## config.mk

```make
export PLATFORM = sky130hd
export DESIGN_NAME = swd_host_engine
export DESIGN_NICKNAME = d
export VERILOG_FILES = /design/src/rtl/swd_pkg.sv /design/src/rtl/swd_clk_gen.sv /design/src/rtl/swd_rx_check.sv /design/src/rtl/swd_seq.sv /design/src/rtl/swd_host_engine.sv
export SDC_FILE = /design/constraint.sdc
export NUM_CORES = 1
export LEC_CHECK = 0
export BUFFER_PORTS_ARGS = -buffer_cell sky130_fd_sc_hd__buf_2
export CELL_PAD_IN_SITES_DETAIL_PLACEMENT = 1
export CELL_PAD_IN_SITES_GLOBAL_PLACEMENT = 1
export CORE_AREA = 2 2 145 112
export DETAILED_ROUTE_END_ITERATION = 12
export DIE_AREA = 0 0 147 114
export PLACE_DENSITY_LB_ADDON = 0.1
export SLEW_MARGIN = 25
export SYNTH_ARGS = -nofsm -noshare
export SYNTH_HDL_FRONTEND = slang
export SYNTH_SLANG_ARGS = --single-unit
```

## constraint.sdc

```tcl
create_clock -name clk -period 3.5 [get_ports clk]
set_input_delay 0.35 -clock clk [delete_from_list [all_inputs] [get_ports clk]]
set_output_delay 0.35 -clock clk [all_outputs]
set_load 0.05 [all_outputs]
```

## src/rtl/swd_pkg.sv

```systemverilog
package swd_pkg;

  typedef enum logic [3:0] {
    S_IDLE,
    S_HDR,
    S_ACK,
    S_RDAT,
    S_TRN,
    S_WDAT,
    S_TAIL,
    S_LRST,
    S_RESP
  } swd_state_e;

  localparam int          DATA_W = 32;
  localparam logic [2:0]  ACK_OK = 3'b001;

  // request byte, bit 0 goes out first
  function automatic logic [7:0] swd_header(input logic ap, input logic rnw,
                                            input logic [1:0] addr);
    logic par;
    par = ap ^ rnw ^ addr[0] ^ addr[1];
    return {1'b1, 1'b0, par, addr[1], addr[0], rnw, ap, 1'b1};
  endfunction

endpackage

```

## src/rtl/swd_clk_gen.sv

```systemverilog
module swd_clk_gen #(
  parameter int DIV_W = 8
) (
  input  logic             clk,
  input  logic             rst_n,
  input  logic             run,
  input  logic [DIV_W-1:0] half,
  output logic             swclk,
  output logic             rise,
  output logic             bit_end
);

  logic [DIV_W-1:0] cnt_q;
  logic             lvl_q;
  logic             phase_done;

  assign phase_done = (cnt_q >= half);
  assign rise       = run && !lvl_q && phase_done;
  assign bit_end    = run &&  lvl_q && phase_done;
  assign swclk      = lvl_q;

  always_ff @(posedge clk or negedge rst_n) begin
    if (!rst_n) begin
      cnt_q <= '0;
      lvl_q <= 1'b0;
    end else if (!run) begin
      cnt_q <= '0;
      lvl_q <= 1'b0;
    end else if (phase_done) begin
      cnt_q <= '0;
      lvl_q <= ~lvl_q;
    end else begin
      cnt_q <= cnt_q + 1'b1;
    end
  end

endmodule

```

## src/rtl/swd_rx_check.sv

```systemverilog
module swd_rx_check
  import swd_pkg::*;
(
  input  logic              clk,
  input  logic              rst_n,
  input  logic              clr,
  input  logic              cap_ack,
  input  logic [1:0]        cap_idx,
  input  logic              cap_dat,
  input  logic              cap_par,
  input  logic              din,
  input  logic              rnw,
  input  logic              lreset,
  output logic              ack_ok,
  output logic [2:0]        rsp_ack,
  output logic [DATA_W-1:0] rsp_rdata,
  output logic              rsp_perr,
  output logic              rsp_err
);

  logic [2:0]        ack_q;
  logic [DATA_W-1:0] dat_q;
  logic              par_q;
  logic              deliver;

  always_ff @(posedge clk or negedge rst_n) begin
    if (!rst_n) begin
      ack_q <= '0;
      dat_q <= '0;
      par_q <= 1'b0;
    end else if (clr) begin
      ack_q <= '0;
      dat_q <= '0;
      par_q <= 1'b0;
    end else begin
      if (cap_ack) ack_q[cap_idx] <= din;
      if (cap_dat) dat_q <= {din, dat_q[DATA_W-1:1]};
      if (cap_par) par_q <= din;
    end
  end

  assign ack_ok    = (ack_q == ACK_OK);
  assign rsp_ack   = ack_q;
  assign rsp_perr  = !lreset && rnw && ack_ok && (par_q != ^dat_q);
  assign rsp_err   = !lreset && (!ack_ok || rsp_perr);
  assign deliver   = !lreset && rnw && ack_ok && !rsp_perr;
  assign rsp_rdata = deliver ? dat_q : '0;

endmodule

```

## src/rtl/swd_seq.sv

```systemverilog
module swd_seq
  import swd_pkg::*;
#(
  parameter int AP_IDLE_W = 8,
  parameter int LAST_IDLE = 8,
  parameter int RST_ONES  = 50,
  parameter int RST_ZEROS = 2
) (
  input  logic                 clk,
  input  logic                 rst_n,
  input  logic [AP_IDLE_W-1:0] cfg_ap_idle,
  input  logic                 cmd_valid,
  output logic                 cmd_ready,
  input  logic                 cmd_lreset,
  input  logic                 cmd_ap,
  input  logic                 cmd_rnw,
  input  logic [1:0]           cmd_addr,
  input  logic [DATA_W-1:0]    cmd_wdata,
  input  logic                 cmd_last,
  output logic                 rsp_valid,
  input  logic                 rsp_ready,
  input  logic                 rise,
  input  logic                 bit_end,
  input  logic                 ack_ok,
  output logic                 run,
  output logic                 swdio_o,
  output logic                 swdio_oe,
  output logic                 cap_clr,
  output logic                 cap_ack,
  output logic [1:0]           cap_idx,
  output logic                 cap_dat,
  output logic                 cap_par,
  output logic                 acc_rnw,
  output logic                 acc_lreset
);

  localparam int RST_LEN  = RST_ONES + RST_ZEROS;
  localparam int IDLE_MAX = (1 << AP_IDLE_W) - 1 + LAST_IDLE;
  localparam int MAX_A    = (IDLE_MAX > RST_LEN) ? IDLE_MAX : RST_LEN;
  localparam int CNT_MAX  = (MAX_A > DATA_W + 1) ? MAX_A : DATA_W + 1;
  localparam int CNT_W    = $clog2(CNT_MAX + 1);

  localparam logic [CNT_W-1:0] LAST_HDR = CNT_W'(7);
  localparam logic [CNT_W-1:0] LAST_ACK = CNT_W'(3);
  localparam logic [CNT_W-1:0] LAST_DAT = CNT_W'(DATA_W);
  localparam logic [CNT_W-1:0] LAST_RST = CNT_W'(RST_LEN - 1);
  localparam logic [CNT_W-1:0] N_ONES   = CNT_W'(RST_ONES);

  swd_state_e        st_q;
  logic [CNT_W-1:0]  bcnt_q;
  logic [CNT_W-1:0]  idle_n_q;
  logic [7:0]        hdr_q;
  logic [DATA_W-1:0] wdat_q;
  logic              rnw_q;
  logic              lreset_q;
  logic              take;
  logic              wpar;
  swd_state_e        tail_next;

  assign take      = (st_q == S_IDLE) && cmd_valid;
  assign wpar      = ^wdat_q;
  assign tail_next = (idle_n_q == '0) ? S_RESP : S_TAIL;

  always_ff @(posedge clk or negedge rst_n) begin
    if (!rst_n) begin
      st_q     <= S_IDLE;
      bcnt_q   <= '0;
      idle_n_q <= '0;
      hdr_q    <= '0;
      wdat_q   <= '0;
      rnw_q    <= 1'b0;
      lreset_q <= 1'b0;
    end else begin
      case (st_q)
        S_IDLE: begin
          if (take) begin
            bcnt_q   <= '0;
            hdr_q    <= swd_header(cmd_ap, cmd_rnw, cmd_addr);
            wdat_q   <= cmd_wdata;
            rnw_q    <= cmd_rnw;
            lreset_q <= cmd_lreset;
            idle_n_q <= (cmd_ap   ? CNT_W'(cfg_ap_idle) : '0) +
                        (cmd_last ? CNT_W'(LAST_IDLE)   : '0);
            st_q     <= cmd_lreset ? S_LRST : S_HDR;
          end
        end
        S_HDR: begin
          if (bit_end) begin
            if (bcnt_q == LAST_HDR) begin
              bcnt_q <= '0;
              st_q   <= S_ACK;
            end else begin
              bcnt_q <= bcnt_q + 1'b1;
            end
          end
        end
        S_ACK: begin
          if (bit_end) begin
            if (bcnt_q == LAST_ACK) begin
              bcnt_q <= '0;
              st_q   <= (ack_ok && rnw_q) ? S_RDAT : S_TRN;
            end else begin
              bcnt_q <= bcnt_q + 1'b1;
            end
          end
        end
        S_RDAT: begin
          if (bit_end) begin
            if (bcnt_q == LAST_DAT) begin
              bcnt_q <= '0;
              st_q   <= S_TRN;
            end else begin
              bcnt_q <= bcnt_q + 1'b1;
            end
          end
        end
        S_TRN: begin
          if (bit_end) begin
            bcnt_q <= '0;
            st_q   <= (ack_ok && !rnw_q) ? S_WDAT : tail_next;
          end
        end
        S_WDAT: begin
          if (bit_end) begin
            if (bcnt_q == LAST_DAT) begin
              bcnt_q <= '0;
              st_q   <= tail_next;
            end else begin
              bcnt_q <= bcnt_q + 1'b1;
            end
          end
        end
        S_TAIL: begin
          if (bit_end) begin
            if (bcnt_q == idle_n_q - 1'b1) begin
              bcnt_q <= '0;
              st_q   <= S_RESP;
            end else begin
              bcnt_q <= bcnt_q + 1'b1;
            end
          end
        end
        S_LRST: begin
          if (bit_end) begin
            if (bcnt_q == LAST_RST) begin
              bcnt_q <= '0;
              st_q   <= S_RESP;
            end else begin
              bcnt_q <= bcnt_q + 1'b1;
            end
          end
        end
        S_RESP: begin
          if (rsp_ready) st_q <= S_IDLE;
        end
        default: st_q <= S_IDLE;
      endcase
    end
  end

  always_comb begin
    case (st_q)
      S_HDR:   swdio_o = hdr_q[bcnt_q[2:0]];
      S_WDAT:  swdio_o = (bcnt_q < LAST_DAT) ? wdat_q[bcnt_q[4:0]] : wpar;
      S_LRST:  swdio_o = (bcnt_q < N_ONES);
      default: swdio_o = 1'b0;
    endcase
  end

  assign swdio_oe   = !((st_q == S_ACK) || (st_q == S_RDAT) || (st_q == S_TRN));
  assign cmd_ready  = (st_q == S_IDLE);
  assign rsp_valid  = (st_q == S_RESP);
  assign run        = (st_q != S_IDLE) && (st_q != S_RESP);

  assign cap_clr    = take;
  assign cap_ack    = rise && (st_q == S_ACK) && (bcnt_q != '0);
  assign cap_idx    = bcnt_q[1:0] - 2'd1;
  assign cap_dat    = rise && (st_q == S_RDAT) && (bcnt_q < LAST_DAT);
  assign cap_par    = rise && (st_q == S_RDAT) && (bcnt_q == LAST_DAT);
  assign acc_rnw    = rnw_q;
  assign acc_lreset = lreset_q;

endmodule

```

## src/rtl/swd_host_engine.sv

```systemverilog
module swd_host_engine
  import swd_pkg::*;
#(
  parameter int DIV_W     = 8,
  parameter int AP_IDLE_W = 8,
  parameter int LAST_IDLE = 8,
  parameter int RST_ONES  = 50,
  parameter int RST_ZEROS = 2
) (
  input  logic                 clk,
  input  logic                 rst_n,
  input  logic [DIV_W-1:0]     cfg_half,
  input  logic [AP_IDLE_W-1:0] cfg_ap_idle,
  input  logic                 cmd_valid,
  output logic                 cmd_ready,
  input  logic                 cmd_lreset,
  input  logic                 cmd_ap,
  input  logic                 cmd_rnw,
  input  logic [1:0]           cmd_addr,
  input  logic [31:0]          cmd_wdata,
  input  logic                 cmd_last,
  output logic                 rsp_valid,
  input  logic                 rsp_ready,
  output logic [2:0]           rsp_ack,
  output logic [31:0]          rsp_rdata,
  output logic                 rsp_perr,
  output logic                 rsp_err,
  output logic                 swclk,
  output logic                 swdio_o,
  output logic                 swdio_oe,
  input  logic                 swdio_i
);

  logic       run, rise, bit_end, ack_ok;
  logic       cap_clr, cap_ack, cap_dat, cap_par;
  logic [1:0] cap_idx;
  logic       acc_rnw, acc_lreset;

  swd_clk_gen #(.DIV_W(DIV_W)) u_clk (
    .clk     (clk),
    .rst_n   (rst_n),
    .run     (run),
    .half    (cfg_half),
    .swclk   (swclk),
    .rise    (rise),
    .bit_end (bit_end)
  );

  swd_seq #(
    .AP_IDLE_W (AP_IDLE_W),
    .LAST_IDLE (LAST_IDLE),
    .RST_ONES  (RST_ONES),
    .RST_ZEROS (RST_ZEROS)
  ) u_seq (
    .clk         (clk),
    .rst_n       (rst_n),
    .cfg_ap_idle (cfg_ap_idle),
    .cmd_valid   (cmd_valid),
    .cmd_ready   (cmd_ready),
    .cmd_lreset  (cmd_lreset),
    .cmd_ap      (cmd_ap),
    .cmd_rnw     (cmd_rnw),
    .cmd_addr    (cmd_addr),
    .cmd_wdata   (cmd_wdata),
    .cmd_last    (cmd_last),
    .rsp_valid   (rsp_valid),
    .rsp_ready   (rsp_ready),
    .rise        (rise),
    .bit_end     (bit_end),
    .ack_ok      (ack_ok),
    .run         (run),
    .swdio_o     (swdio_o),
    .swdio_oe    (swdio_oe),
    .cap_clr     (cap_clr),
    .cap_ack     (cap_ack),
    .cap_idx     (cap_idx),
    .cap_dat     (cap_dat),
    .cap_par     (cap_par),
    .acc_rnw     (acc_rnw),
    .acc_lreset  (acc_lreset)
  );

  swd_rx_check u_rx (
    .clk       (clk),
    .rst_n     (rst_n),
    .clr       (cap_clr),
    .cap_ack   (cap_ack),
    .cap_idx   (cap_idx),
    .cap_dat   (cap_dat),
    .cap_par   (cap_par),
    .din       (swdio_i),
    .rnw       (acc_rnw),
    .lreset    (acc_lreset),
    .ack_ok    (ack_ok),
    .rsp_ack   (rsp_ack),
    .rsp_rdata (rsp_rdata),
    .rsp_perr  (rsp_perr),
    .rsp_err   (rsp_err)
  );

endmodule

```

# == Word-level counts from Yosys, hierarchy flattened ==
# Index checks and enable logic that the tools add are counted.
# op_classes
add_sub_neg,5
order_cmp,7
n_eq_ne,33
n_mux,55
n_bitwise,4
reduce_logical,42
# op_table
cell,count
9-bit 2-to-1 mux,12
32-bit 2-to-1 mux,3
4-bit 2-to-1 mux,18
32-bit parity,2
9-bit one-hot mux with 7 select lines,1
4-bit one-hot mux with 9 select lines,1
8-bit 2-to-1 mux,3
1-bit logical AND,19
9-bit by 6-bit equality test with 1-bit output (second input constant),2
9-bit by 6-bit less-than comparator with 1-bit output (second input constant),2
2-bit != test (second input constant),9
4-bit by 3-bit equality test with 1-bit output (second input constant),4
2-bit by 1-bit != test with 1-bit output (second input constant),8
15-bit AND reduction,1
3-bit 2-to-1 mux,4
9-bit by 1-bit adder with 9-bit output (second input constant),1
9-bit adder,1
9-bit by 2-bit equality test with 1-bit output (second input constant),1
9-bit by 3-bit equality test with 1-bit output (second input constant),1
9-bit equality test,1
9-bit logical NOT,1
9-bit nonzero test,1
9-bit by 1-bit subtractor with 9-bit output (second input constant),1
8-bit by 1-bit adder with 8-bit output (second input constant),1
29 further kinds,48
# totals
reg_bits,108
inputBits,59
out_inout_bits,42
wordCells,158

# == Depth between registers and ports, before layout ==
# Gate-level depths: netlist of the first run.
# logic_depth
word_depth,8
ltp_mapped,12
ltp_nobuf,9

# == Hierarchy ==
# Synthesis of the first run repeated with hierarchy kept, for this count alone.
# hier_totals
hier_cells,756
hier_area_um2,6715.2
# by_module_without_submodules
mod,n_inst,cells_per_inst,area_per_inst_um2,seq_area_each_um2
swd_seq,1,464,3955.0,1526.5
swd_rx_check,1,223,2077.0,900.9
swd_clk_gen,1,69,683.2,225.2

# == Worst setup path after synthesis of the first run ==
# No wires, ideal clock.
# synth_timing
path_type,flip-flop to flip-flop
startpoint,register u_seq.st_q[0]
endpoint,register u_rx.par_q
setup_time_ps,132
arrival_ps,3174
t_required_ps,3368
path_slack_ps,194
path_stages_with_launch,7
n_path_buf,3
period_less_slack_ps,3306
cell_sequence,dfrtp_1 > clkbuf_1 > nor4_1 > and2_1 > clkbuf_1 > clkbuf_1 > nor2_1
# synth_via
word_cells_on_any_way,12
classes_between,eq/ne (2); mux (1); reduce/logical (9)
# synth_rtl
item,line_no,rtl
"start, declared",swd_seq.sv:49,swd_state_e st_q;
"start signal, assigned",swd_seq.sv:84,st_q <= cmd_lreset ? S_LRST : S_HDR;
"start signal, assigned",swd_seq.sv:101,st_q <= (ack_ok && rnw_q) ? S_RDAT : S_TRN;
"start signal, assigned",swd_seq.sv:120,st_q <= (ack_ok && !rnw_q) ? S_WDAT : tail_next;
4-bit logical NOT (*),n/a,
named net cmd_ready,swd_host_engine.sv:15,"output logic cmd_ready,"
1-bit logical AND (*),swd_seq.sv:60,assign take = (st_q == S_IDLE) && cmd_valid;
1-bit 2-to-1 mux / 2-bit nonzero test (equally long branches),n/a,
"end signal, assigned",swd_rx_check.sv:38,if (cap_par) par_q <= din;
"end, declared",swd_rx_check.sv:23,logic par_q;
# The timed path passes the listed nets; every way through them passes the cells marked *.
# A chain may end at the register's enable or synchronous reset.

# == Worst setup path in the final report of the first run ==
# layout_timing
startpoint,register u_seq.bcnt_q[0]
endpoint,output swdio_o
# layout_via
elab_chain_cells,4
word_cells_on_any_way,8
classes_between,order compare (2); mux (6)
# layout_lines
item,line_no,rtl
"start, declared",swd_seq.sv:50,logic [CNT_W-1:0] bcnt_q;
"start signal, assigned",swd_seq.sv:93,bcnt_q <= bcnt_q + 1'b1;
"start signal, assigned",swd_seq.sv:103,bcnt_q <= bcnt_q + 1'b1;
"start signal, assigned",swd_seq.sv:113,bcnt_q <= bcnt_q + 1'b1;
1-bit binary-select mux with 5-bit select,swd_seq.sv:164,S_WDAT: swdio_o = (bcnt_q < LAST_DAT) ? wdat_q[bcnt_q[4:0]] : wpar;
1-bit 2-to-1 mux (implied by the code),swd_seq.sv:164,
1-bit 2-to-1 mux,swd_seq.sv:164,
1-bit one-hot mux with 3 select lines (*),swd_seq.sv:162,case (st_q)
"end, declared",swd_host_engine.sv:29,"output logic swdio_o,"
# Every way passes the cells marked *; elsewhere a longest branch is shown, timed or not. The select of a mux whose other input is x is not followed.

==> results.yml, run 1 <==
drt:
  routed-wl-met3_um: 679
  top_layer: "met4"
  routedWlPerCell_um: 16.5
  post-route-drc-count: 0
  routed_wl_mm: 17.1
  drtAntennaViolNets: 0
  vias: 5343
  drt-met1-wl_mm: 8.59
  route.met2.wl_mm: 7.63
  firstDrtPassIters: 4
  via_per_inst: 5.17
  drt-initial-drc-count: 292
global_route:
  grt_max_degree: 75
  grt_pass1_vias: 5648
  overflow: 0
  antenna_found_initial: 0
  grt_pass1_wl_mm: 29.0
  track_usage: 0.217
final_layout:
  final_util: 0.477
  n_antenna_cell: 0
  layout-drive-gt1-share: 0.174
  mostFrequentLayoutCells: "nand2_1 (208), dfrtp_1 (106), buf_2 (99)"
  final_nets: 894
  syn2layout_area_growth_pct: 14.4
  multiInputGateArea_um2: 3560
  register_area_um2: 2650
  fillerInstances: 1892
  fin_area_um2: 7390
  final_common_cell: "nand2_1"
logic_synthesis:
  syn-num-nets: 816
  synth_flop_cell: "dfrtp_1"
  ys_seq_area_frac: 0.411
  async_flop_share: 1.00
  synth-seq-cells: 106
  syn-mean-instance-area_um2: 8.72
  synthDistinctLibCells: 55
  syn_area_um2: 6460
  synth_edf_count: 0
  ys_warn_count: 0
  syn_inst: 741
sta:
  fin_setup_tns_ns: 0
  min_period_ns: 3.30
  hold_viol: 0
  slew_headroom: 0.481
  fmax_ghz: 0.303
  worst_slew_pin_slew_ns: 0.778
  drv_slew: 0
  fin_worst_skew_ns: 0.00973
  min_period_over_period: 0.943
  finalSetupViolCount: 0
  rsz0062_at_grt: "false"
place:
  port_buffers: 100
  hpwl_mm: 12.4
  postPlaceCellArea_um2: 7120
  gp_congestion: 0.881
clock_tree:
  clkSlewWorstSetupHoldPaths_ns: 0.07
  htree_levels: 3
  numCtsBuffers: 9
  tritoncts: "built"
  clock_insertion_delay_worst_skew_ns: 0.36
  clock_path_buffers: 2
  root_buffer: "clkbuf_16"
  clock-sinks: 106
worst_setup_path:
  cp.arrival_ns: 2.95
  r2r_cells: 8
  crit_end: "swdio_o"
  crit_path_start_kind: "register"
  ff2ff_setup_slack_ns: 0.58
  critPathLaunch: "u_seq.bcnt_q[0]$_DFFE_PN0P_"
  critical_path_class: "reg -> out"
  regToRegStartpoint: "u_seq.bcnt_q[1]$_DFFE_PN0P_"
  cp.required_ns: 3.15
  cp_max_fo: 13
  worstReg2RegEnd: "u_rx.rsp_ack[1]$_DFFE_PN0P_"
  crit_path_end_kind: "primary output"
die:
  initial_core_util: 0.416
  die_w_um: 147
  die_h_um: 114
  io_pins: 101
  die-area_um2: 16800
  rows: 40
  coreArea_um2: 15500
outcome:
  outcome: "completed"
pwr:
  p_leak_uw: 0.00344
  p_per_area_nw_per_um2: 766
  peakVddDrop_mv: 0.401
hold_path:
  worstHoldPathType: "in -> async"
run:
  max_cap_violations: 0
## where the power goes
group / switching [µW] / leakage, µW / internal (µW)
sequential: 470 / 0.00139 / 1550
clock: 462 / 0.000124 / 489
combinational: 1450 / 0.00193 / 1250
total: 2380 / 0.00344 / 3290
## state kept, by name, summed over array words and instances, names as in the netlist
| name | count |
|---|---|
| u_rx.rsp_ack | 3 |
| u_seq.hdr_q | 6 |
| u_rx.dat_q | 32 |
| u_seq.acc_lreset | 1 |
| u_rx.par_q | 1 |
| u_seq.idle_n_q | 9 |
| u_seq.st_q | 4 |
| u_seq.wdat_q | 32 |
| u_seq.bcnt_q | 9 |
| u_clk.cnt_q | 8 |
| u_clk.swclk | 1 |
## layer usage
metal,vias to the layer above,GRT usage
li1,2607,-
met1,2632,0.313
met2,90,0.343
met3,14,0.0416
met4,0,0.0474
met5,-,0
## metrics by stage
step	setup WS [ns]	power, µW	hold slack [ns]	instances
5_1_grt	0.00131	6110	0.0409	1034
4_1_cts	0.181	5730	0.0299	1034
3_3_place_gp	0.514	4640	0.404	1017
2_1_floorplan	0.194	4050	0.0544	741
3_5_place_dp	0.388	4760	0.416	1017
6_report	0.200	5660	0.00288	1034
## cells in the mapped netlist (all sizes together), types with 2 or more instances
master,instances,area [µm²]
nand2,208,781
nand3b,3,22.5
o21a,2,15.0
a31oi,2,12.5
nor3,16,91.3
a41oi,2,17.5
nand2b,8,50.1
clkbuf,30,113
a21oi,45,229
nand3,20,100
inv,16,60.1
a21o,2,15.0
nor4b,2,17.5
o2bb2ai,9,78.8
nor4,5,31.3
dfrtp,106,2650
nor2,32,120
mux2i,5,50.1
xnor2,70,628
ha,16,200
a2bb2oi,2,17.5
and3,3,18.8
or4,3,22.5
buf,13,82.6
o22a,2,17.5
a2111oi,3,26.3
o31ai,4,30.0
and2,39,244
xor2,17,149
nor3b,4,30.0
o21ai,15,75.1
o211ai,2,15.0
mux4,11,248
a211oi,2,15.0
nor2b,8,50.1
## final cells by class
cell class,instances,share of cell area
multi-input combinational,576,0.482
tap,210,0.0355
clock inverter,3,0.00338
timing repair buffer,110,0.0799
clock buffer,13,0.0325
inverter,16,0.00812
sequential,106,0.359
## kinds of logic (layout without fill, tap and decap cells)
kind of cell | count (synthesis) | count (layout) | share of synthesized area
AOI/OAI and AO/OA | 99 | 99 | 0.0966
xor gates and xnor gates | 88 | 88 | 0.124
DFF | 106 | 106 | 0.411
buffers and inverters | 59 | 142 | 0.0395
adders and majority gates | 16 | 16 | 0.0310
muxes | 17 | 17 | 0.0478
and+or+nand+nor | 356 | 356 | 0.251
## critical path: stages (launching register included)
cell and delay [ns]:
dfrtp_1 0.52, buf_4 0.31, mux4_2 0.53, mux4_2 0.51, a211oi_1 0.30, o32ai_1 0.16
buf_2 0.25
## how the worst min path moves through the flow
| stage | slack (ns) | depth (start not counted) | to | from |
|---|---|---|---|---|
| after CTS | 0.03 | 1 | u_clk.cnt_q[0]$_DFF_PN0_ | rst_n |
| after floorplan | 0.05 | 0 | u_clk.cnt_q[0]$_DFF_PN0_ | rst_n |
| after global routing | 0.04 | 1 | u_clk.cnt_q[0]$_DFF_PN0_ | rst_n |
| after detailed placement | 0.42 | 1 | u_clk.cnt_q[0]$_DFF_PN0_ | rst_n |
| after global placement | 0.40 | 1 | u_clk.cnt_q[2]$_DFF_PN0_ | rst_n |
| final | 0.003 | 1 | u_clk.cnt_q[0]$_DFF_PN0_ | rst_n |
## repair_timing
item	4_1_cts	5_1_grt
resized for setup	0	0
buffers inserted	1	0
hold buffers	0	0
endpoints found under the setup margin	1	0
Note: power is estimated with default switching activity, not from simulation.
==> inputs of run 2 (changes only) <==
- CORE_AREA: 2 2 145 112 -> 2 2 104 156
- DIE_AREA: 0 0 147 114 -> 0 0 106 158
==> results.yml, run 2 (synthesis results as in run 1) <==
sta:
  finalSetupViolCount: 0
  hold_viol: 0
  fmax_ghz: 0.308
  min_period_ns: 3.25
  fin_worst_skew_ns: 0.0111
  rsz0062_at_grt: "false"
  fin_setup_tns_ns: 0
  slew_headroom: 0.472
  worst_slew_pin_slew_ns: 0.791
  fin_ws_ns: 0.254
  min_period_over_period: 0.927
  drv_slew: 0
worst_setup_path:
  crit_chain: "buf_4 -> mux4_2 -> mux4_2 -> a211oi_1 -> o32ai_1 -> buf_2"
  max_stage_delay_ns: 0.54
  r2r_cells: 8
  cp.arrival_ns: 2.90
  crit_end: "swdio_o"
  cp_max_fo: 13
  path_buf_inv: 2
  critical_path_class: "reg -> out"
  cp.required_ns: 3.15
  crit_path_start_kind: "register"
  critPathLaunch: "u_seq.bcnt_q[0]$_DFFE_PN0P_"
  crit_slowest_cell: "mux4_2"
  worst_path_most_repeated_cell: "mux4_2"
  ff2ff_setup_slack_ns: 0.69
  cp.depth: 6
  path_delay_family: "multiplexers"
  regToRegStartpoint: "u_seq.idle_n_q[0]$_DFFE_PN0P_"
  worstReg2RegEnd: "u_seq.bcnt_q[8]$_DFFE_PN0P_"
  crit_path_end_kind: "primary output"
place:
  gp_congestion: 0.826
  postPlaceCellArea_um2: 7110
  port_buffers: 100
  hpwl_mm: 12.1
  placedCellCount: 1010
  dp_slack_ns: 0.375
final_layout:
  fin_area_um2: 7440
  syn2layout_area_growth_pct: 15.2
  final_cells: 1027
  layout-drive-gt1-share: 0.178
  final_nets: 894
  final_common_cell: "nand2_1"
  n_antenna_cell: 0
  top_regs: "u_rx.dat_q x32, u_seq.wdat_q x32"
  mostFrequentLayoutCells: "nand2_1 (208), dfrtp_1 (106), buf_2 (99)"
global_route:
  overflow: 0
  antenna_found_initial: 0
  grt_pass1_vias: 5667
  grt_pass1_wl_mm: 28.5
  grt_max_degree: 61
  track_usage: 0.212
outcome:
  outcome: "completed"
drt:
  drtAntennaViolNets: 0
  drt-initial-drc-count: 199
  routed_wl_mm: 16.9
  vias: 5366
  routedWlPerCell_um: 16.5
  via_per_inst: 5.22
  post-route-drc-count: 0
  firstDrtPassIters: 4
die:
  die-area_um2: 16700
  die_w_um: 106
  io_pins: 101
  rows: 56
  initial_core_util: 0.417
  die_h_um: 158
  coreArea_um2: 15500
clock_tree:
  clkSlewWorstSetupHoldPaths_ns: 0.08
  clock_insertion_delay_worst_skew_ns: 0.35
  clock-sinks: 106
  cts.hold.buffers_added: 0
  ctsResizeCount: 0
  cts_setup_buffers: 1
  root_buffer: "clkbuf_16"
  clock_path_buffers: 2
  numCtsBuffers: 9
  tritoncts: "built"
  htree_levels: 3
run:
  max_cap_violations: 0
hold_path:
  worstHoldPathType: "in -> async"
pwr:
  p_leak_uw: 0.00347
  p_per_area_nw_per_um2: 781
  power.total_uw: 5820
  peakVddDrop_mv: 0.541
## run 2: changes by cell type in the layout (fill, tap and decap cells not counted)
cell       change
clkinv_2       +1
bufinv_16      +2
inv_6          +1
clkbuf_1       -4
## run 2: through the flow
stage | hold WS [ns] | util
detailed placement | 0.474 | 0.459
CTS | 0.109 | 0.481
finish | 0.0670 | 0.481
global placement | 0.466 | 0.459
global route | 0.143 | 0.481
floorplan | 0.0544 | -
## run 2: where the power goes
group	switching (µW)	leakage [µW]	internal, µW	total (µW)
combinational	1440	0.00193	1250	2690
clock	491	0.000156	633	1120
sequential	456	0.00139	1550	2000
total	2390	0.00347	3430	5820
## run 2: final cells by class
class | count | area, µm²
Fill cell | 1873 | 8040
Multi-Input combinational cell | 576 | 3560
Sequential cell | 106 | 2650
Timing Repair Buffer | 110 | 591
Tap cell | 203 | 254
Clock buffer | 9 | 225
Clock inverter | 7 | 98.8
Inverter | 16 | 60.1
## run 2: routing by layer
layer / vias up / GRT usage / routed length [µm]
met5: - / 0 / 0
met3: 20 / 0.0268 / 462
met4: 0 / 0.0627 / 287
met1: 2639 / 0.280 / 7680
met2: 89 / 0.364 / 8480
li1: 2618 / - / -
## run 2: how the worst min path moves through the flow
| stage | from | endpoint | slack, ns | cells past startpoint |
|---|---|---|---|---|
| 4_1_cts | rst_n | u_seq.idle_n_q[6]$_DFFE_PN0P_ | 0.11 | 1 |
| 6_report | rst_n | u_seq.idle_n_q[6]$_DFFE_PN0P_ | 0.07 | 1 |
| 3_5_place_dp | u_seq.hdr_q[4]$_DFFE_PN0P_ | u_seq.hdr_q[4]$_DFFE_PN0P_ | 0.47 | 2 |
| 3_3_place_gp | u_seq.hdr_q[1]$_DFFE_PN0P_ | u_seq.hdr_q[1]$_DFFE_PN0P_ | 0.47 | 2 |
| 5_1_grt | rst_n | u_seq.idle_n_q[6]$_DFFE_PN0P_ | 0.14 | 1 |
| 2_1_floorplan | rst_n | u_clk.cnt_q[0]$_DFF_PN0_ | 0.05 | 0 |
